[src/rtl/gpio_rf_pkg.sv]
package gpio_rf_pkg;

    localparam int DW        = 16;  // bus and register width
    localparam int TOP_PINS  = 2;   // pins in the uppermost bank
    localparam int NUM_PINS  = 3 * DW + TOP_PINS;
    localparam int PULL_PINS = 15;  // pins with pull control
    localparam int OE_LSB    = 8;   // enable field of the top bank
    localparam int NREG      = 8;

    typedef enum int {
        RG_DIR0 = 0,
        RG_DIR1 = 1,
        RG_DAT0 = 2,
        RG_DAT1 = 3,
        RG_DAT2 = 4,
        RG_DAT3 = 5,
        RG_PUSE = 6,
        RG_PSEL = 7
    } reg_id_e;

    function automatic logic [9:0] reg_offset(input int idx);
        case (idx)
            RG_DIR0: return 10'h000;
            RG_DIR1: return 10'h002;
            RG_DAT0: return 10'h004;
            RG_DAT1: return 10'h006;
            RG_DAT2: return 10'h01C;
            RG_DAT3: return 10'h01E;
            RG_PUSE: return 10'h1E0;
            default: return 10'h1E2;
        endcase
    endfunction

    function automatic logic [DW-1:0] reg_wmask(input int idx);
        logic [DW-1:0] m;
        m = '1;
        if (idx == RG_DAT3) begin
            m = '0;
            m[TOP_PINS-1:0]               = '1;
            m[OE_LSB +: TOP_PINS]         = '1;
        end else if (idx == RG_PUSE || idx == RG_PSEL) begin
            m = '0;
            m[PULL_PINS-1:0]              = '1;
        end
        return m;
    endfunction

endpackage

[src/rtl/gpio_rf_decode.sv]
module gpio_rf_decode
    import gpio_rf_pkg::*;
#(
    parameter int ADDR_W = 10
) (
    input  logic [ADDR_W-1:0] addr,
    output logic [NREG-1:0]   hit
);

    for (genvar i = 0; i < NREG; i++) begin : g_hit
        assign hit[i] = (addr == ADDR_W'(reg_offset(i)));
    end

endmodule

[src/rtl/gpio_rf_reg.sv]
module gpio_rf_reg #(
    parameter int           W     = 16,
    parameter logic [W-1:0] WMASK = '1
) (
    input  logic         clk,
    input  logic         rst_n,
    input  logic         wr,
    input  logic [W-1:0] wdata,
    output logic [W-1:0] q
);

    logic [W-1:0] val_d, val_q;

    always_comb begin
        val_d = val_q;
        if (wr) begin
            val_d = (val_q & ~WMASK) | (wdata & WMASK);
        end
    end

    always_ff @(posedge clk) begin
        if (!rst_n) begin
            val_q <= '0;
        end else begin
            val_q <= val_d;
        end
    end

    assign q = val_q;

endmodule

[src/rtl/gpio_rf_rdmux.sv]
module gpio_rf_rdmux
    import gpio_rf_pkg::*;
(
    input  logic [NREG-1:0]         hit,
    input  logic [NREG-1:0][DW-1:0] regs,
    input  logic [NUM_PINS-1:0]     oe,
    input  logic [NUM_PINS-1:0]     latch,
    input  logic [NUM_PINS-1:0]     pad,
    output logic [DW-1:0]           rdata
);

    logic [NUM_PINS-1:0]     pin_val;
    logic [NREG-1:0][DW-1:0] view;

    // driving pins report their latch, listening pins report the pad
    assign pin_val = (oe & latch) | (~oe & pad);

    always_comb begin
        for (int i = 0; i < NREG; i++) begin
            view[i] = regs[i];
        end
        view[RG_DAT0] = pin_val[0 +: DW];
        view[RG_DAT1] = pin_val[DW +: DW];
        view[RG_DAT2] = pin_val[2*DW +: DW];
        view[RG_DAT3] = '0;
        view[RG_DAT3][TOP_PINS-1:0]       = pin_val[3*DW +: TOP_PINS];
        view[RG_DAT3][OE_LSB +: TOP_PINS] = oe[3*DW +: TOP_PINS];
    end

    always_comb begin
        rdata = '0;
        for (int i = 0; i < NREG; i++) begin
            if (hit[i]) begin
                rdata = rdata | view[i];
            end
        end
    end

endmodule

[src/rtl/gpio_rf.sv]
module gpio_rf
    import gpio_rf_pkg::*;
#(
    parameter int ADDR_W = 10
) (
    input  logic                 clk,
    input  logic                 rst_n,
    input  logic                 bus_sel,
    input  logic                 bus_we,
    input  logic [ADDR_W-1:0]    bus_addr,
    input  logic [DW-1:0]        bus_wdata,
    output logic [DW-1:0]        bus_rdata,
    input  logic [NUM_PINS-1:0]  pad_in,
    output logic [NUM_PINS-1:0]  pin_oe,
    output logic [NUM_PINS-1:0]  pin_out,
    output logic [PULL_PINS-1:0] pull_en,
    output logic [PULL_PINS-1:0] pull_up
);

    typedef struct packed {
        logic [DW-1:0] rdata;
    } top_state_t;

    top_state_t              st_d, st_q;
    logic [NREG-1:0]         hit;
    logic [NREG-1:0][DW-1:0] reg_q;
    logic [DW-1:0]           mux_rdata;

    gpio_rf_decode #(.ADDR_W(ADDR_W)) u_dec (
        .addr (bus_addr),
        .hit  (hit)
    );

    for (genvar i = 0; i < NREG; i++) begin : g_reg
        gpio_rf_reg #(
            .W     (DW),
            .WMASK (reg_wmask(i))
        ) u_reg (
            .clk   (clk),
            .rst_n (rst_n),
            .wr    (bus_sel && bus_we && hit[i]),
            .wdata (bus_wdata),
            .q     (reg_q[i])
        );
    end

    assign pin_oe  = {reg_q[RG_DAT3][OE_LSB +: TOP_PINS], {DW{1'b1}},
                      reg_q[RG_DIR1], reg_q[RG_DIR0]};
    assign pin_out = {reg_q[RG_DAT3][TOP_PINS-1:0], reg_q[RG_DAT2],
                      reg_q[RG_DAT1], reg_q[RG_DAT0]};
    assign pull_en = reg_q[RG_PUSE][PULL_PINS-1:0];
    assign pull_up = reg_q[RG_PUSE][PULL_PINS-1:0]
                   & reg_q[RG_PSEL][PULL_PINS-1:0];

    gpio_rf_rdmux u_mux (
        .hit   (hit),
        .regs  (reg_q),
        .oe    (pin_oe),
        .latch (pin_out),
        .pad   (pad_in),
        .rdata (mux_rdata)
    );

    always_comb begin
        st_d = '0;
        if (bus_sel && !bus_we) begin
            st_d.rdata = mux_rdata;
        end
    end

    always_ff @(posedge clk) begin
        if (!rst_n) begin
            st_q <= '0;
        end else begin
            st_q <= st_d;
        end
    end

    assign bus_rdata = st_q.rdata;

endmodule

[config.mk]
export PLATFORM = sky130hd
export DESIGN_NAME = gpio_rf
export DESIGN_NICKNAME = d
export VERILOG_FILES = /design/src/rtl/gpio_rf_pkg.sv /design/src/rtl/gpio_rf_decode.sv /design/src/rtl/gpio_rf_reg.sv /design/src/rtl/gpio_rf_rdmux.sv /design/src/rtl/gpio_rf.sv
export SDC_FILE = /design/constraint.sdc
export NUM_CORES = 1
export LEC_CHECK = 0
export BUFFER_PORTS_ARGS = -buffer_cell sky130_fd_sc_hd__buf_2
export CAP_MARGIN = 20
export CORE_ASPECT_RATIO = 0.5
export CORE_MARGIN = 3
export CORE_UTILIZATION = 54
export CTS_CLUSTER_SIZE = 14
export DETAILED_ROUTE_END_ITERATION = 7
export GPL_TIMING_DRIVEN = 0
export HOLD_SLACK_MARGIN = 0.1
export PLACE_DENSITY = 0.85
export SLEW_MARGIN = 20
export SYNTH_ARGS = -nofsm -noshare
export SYNTH_HDL_FRONTEND = slang
export SYNTH_SLANG_ARGS = --single-unit
[constraint.sdc]
create_clock -name clk -period 3.1 [get_ports clk]
set_clock_uncertainty 0.05 [all_clocks]
set_input_delay 0.31 -clock clk [delete_from_list [all_inputs] [get_ports clk]]
set_output_delay 0.31 -clock clk [all_outputs]
set_load 0.02 [all_outputs]
==> flow_metrics.tcl <==
set metrics [dict create \
    syn-cell-area_sq_um 6490 \
    p_leak_nw 3.37 \
    final_cell_area_sq_um 8250 \
    synth.most_common_cell "nand2_1" \
    ys_seq_elements 130 \
    wire_per_inst_um 21.1 \
    drt_first_pass_iters 5 \
    wl_mm 23.9 \
    cts_made_buffers 17 \
    ys_warn_count 0 \
    area_growth_pct 27.1 \
    maxSlewViolCount 0 \
    initial_utilization_pct 57.2 \
    rows 27 \
    finalHoldViolCount 0 \
    p_int_mw 2.88 \
    antenna_found_initial 0 \
    place.gp.congestion 0.975 \
    worst_pin_slew_ps 990 \
    async_reset_ff_share_pct 0 \
    fill_cells 945 \
    rsz0062_at_grt "no" \
    max_stage_delay_ps 870 \
    synthTopCellsByCount "131 x nand2_1, 130 x dfxtp_1, 90 x mux2i_1" \
    maxCapViolations 0 \
    hold_path.class "primary input to flop" \
    crit_type "primary input to flop" \
    num_vias 6552 \
    run_status "finished, final reports clean" \
    cp.required_ps 3370 \
    synthFlopType "dfxtp_1" \
    postLayoutCoreUtil_pct 72.7 \
    period_share_pct 86.1 \
    cp_max_fo 10 \
    crit_family "simple AND/OR/NAND/NOR gates" \
    min_period_ps 2670 \
    grt_util_all_layers_pct 34.8 \
    finalSetupViolCount 0 \
    core-area_sq_um 11400 \
    drc_errors 0 \
    p_sw_mw 1.01 \
    grt_pass1_vias 6102 \
    combPwrFrac_pct 6.9 \
    irDropWorstVdd_uv 315 \
    synth_cell_types 35 \
    num-nets-final 1038 \
    numPortBuffers 189 \
    ctsRootBufferMaster "clkbuf_16" \
    dpl_cell_area_sq_um 7690 \
    synth_top_area_share_pct 40.1 \
    post-dp-hpwl_mm 17.7 \
    io_pins 226 \
    clockBufferDepth 2 \
    synth.largest_area_cell "dfxtp_1" \
    clockPowerShare_pct 50.2 \
    arrival_ps 2940 \
    critPathBufInv 4 \
    swShare_pct 25.9 \
    fp.dieW_um 161 \
    grt_pass1_wl_mm 36.0 \
    cts.sinks 130 \
    finalSetupTns_ps 0 \
    synth_edf_count 0 \
    whs_ps 176 \
    post_cts_buffers 0 \
    synthCells 735 \
    ys_seq_area_share_pct 40.1 \
    first_iter_violations 743 \
    cts_resized 0 \
    drive_above_1_share_pct 27.4 \
    htree_levels 4 \
    grt_max_degree 17 \
    die-area_sq_um 13500 \
    worst_setup_path_start_kind "primary input" \
    max_freq_mhz 375 \
    synth_area_leaders "dfxtp_1 40%, mux2i_1 14%, nand2_1 7.6%" \
    pwr-share-seq_pct 42.9 \
    syn_avg_cell_area_sq_um 8.83 \
    num_antenna_cells 0 \
    crit_path_end_kind "flop" \
    seq_area_sq_um 2600 \
    grt_overflow_total 0 \
    cts_tree "built" \
    clk_pin_slew_worst_paths_ps 60 \
    die_h_um 83.5 \
    ant_nets 0 \
    multi_input_area_sq_um 3460 \
    p_per_area_nw_per_um2 472 \
    cts_hold_buf 0 \
    power_mw 3.89 \
    via_per_inst 5.80 \
    worstPathCellList "buf_2, or4_4, buf_6, buf_2, clkbuf_1, nor3_1, a21oi_1, a21oi_1" \
    clock_latency_ps 420 \
    slew-limit-headroom_pct 33.5 \
    worst_path_max_delay_cell "nor3_1" \
]
==> sequential cells by signal (all words and copies together) (netlist names) <==
| register | flops |
|---|---|
| g.u_reg.q | 114 |
| bus_rdata | 16 |
==> power by group through the flow <==
stage          registers [mW]  logic [mW]  clock network [mW]
6_report                 1.67       0.269                1.95
5_1_grt                  1.67       0.282                2.04
4_1_cts                  1.67       0.259                1.95
3_5_place_dp             1.71       0.257                   0
3_3_place_gp             1.71       0.254                   0
2_1_floorplan            1.71       0.145                   0
==> final cells by class <==
type	count	area share, %
multi-input combinational	521	42.0
tap	159	2.41
inverter	22	1.00
buffer	77	4.82
clock inverter	13	1.53
sequential	130	31.5
clock buffer	19	5.25
timing repair buffer	189	11.5
==> path summary, 6_finish.rpt <==
kind	from	to	slack [ps]	cells after the start
worst max-delay path	bus_addr[5]	bus_rdata[8]$_SDFF_PN0_	430	8
worst min-delay path	bus_wdata[15]	g_reg[1].u_reg.q[15]$_SDFFE_PN0P_	180	3
worst max register to register	g_reg[7].u_reg.q[10]$_SDFFE_PN0P_	bus_rdata[10]$_SDFF_PN0_	1150	4
worst min register to register	g_reg[3].u_reg.q[1]$_SDFFE_PN0P_	g_reg[3].u_reg.q[1]$_SDFFE_PN0P_	410	2
==> layout by cell type, fill, tap and decap left out, drive strengths merged <==
master	count
nor2	7
nand2	131
and3b	13
nand3b	1
o32ai	11
or3	1
buf	224
clkbuf	61
nand4	1
nor3	3
nand2b	1
conb	16
mux2i	90
clkinvlp	4
or4b	2
inv	28
clkinv	2
nor2b	50
nand4bb	1
or4	6
or2	3
and2	15
nand4b	1
a21oi	24
bufinv	1
mux2	2
a21boi	64
dfxtp	130
o21ai	5
o22ai	4
or4bb	1
nor4	68
==> per-stage QoR <==
stage / std cells / setup slack, ps
3_5_place_dp: 1098 / 272
6_report: 1130 / 432
5_1_grt: 1130 / 393
3_3_place_gp: 1098 / 286
4_1_cts: 1130 / 596
2_1_floorplan: 750 / 966
==> logic make-up after synthesis <==
family / synth area share [%]
multiplexers: 14.2
AO/OA/AOI/OAI: 11.5
flip-flops: 40.1
buffers and inverters: 7.40
other: 0.0578
AND/OR/NAND/NOR: 26.7
==> routing by layer <==
layer | vias to the layer above | track usage, % | share of wire (%)
met4 | 0 | 6.71 | 1.2
met2 | 417 | 51.6 | 42
met1 | 3114 | 48.8 | 42
met5 | - | 0 | 0
met3 | 39 | 12.9 | 15
li1 | 2982 | - | -
==> worst min-delay path: stages <==
cell,delay [ps]
buf_2,150
nand2_1,70
a21boi_1,60
Note: power is estimated with default switching activity, not from simulation.
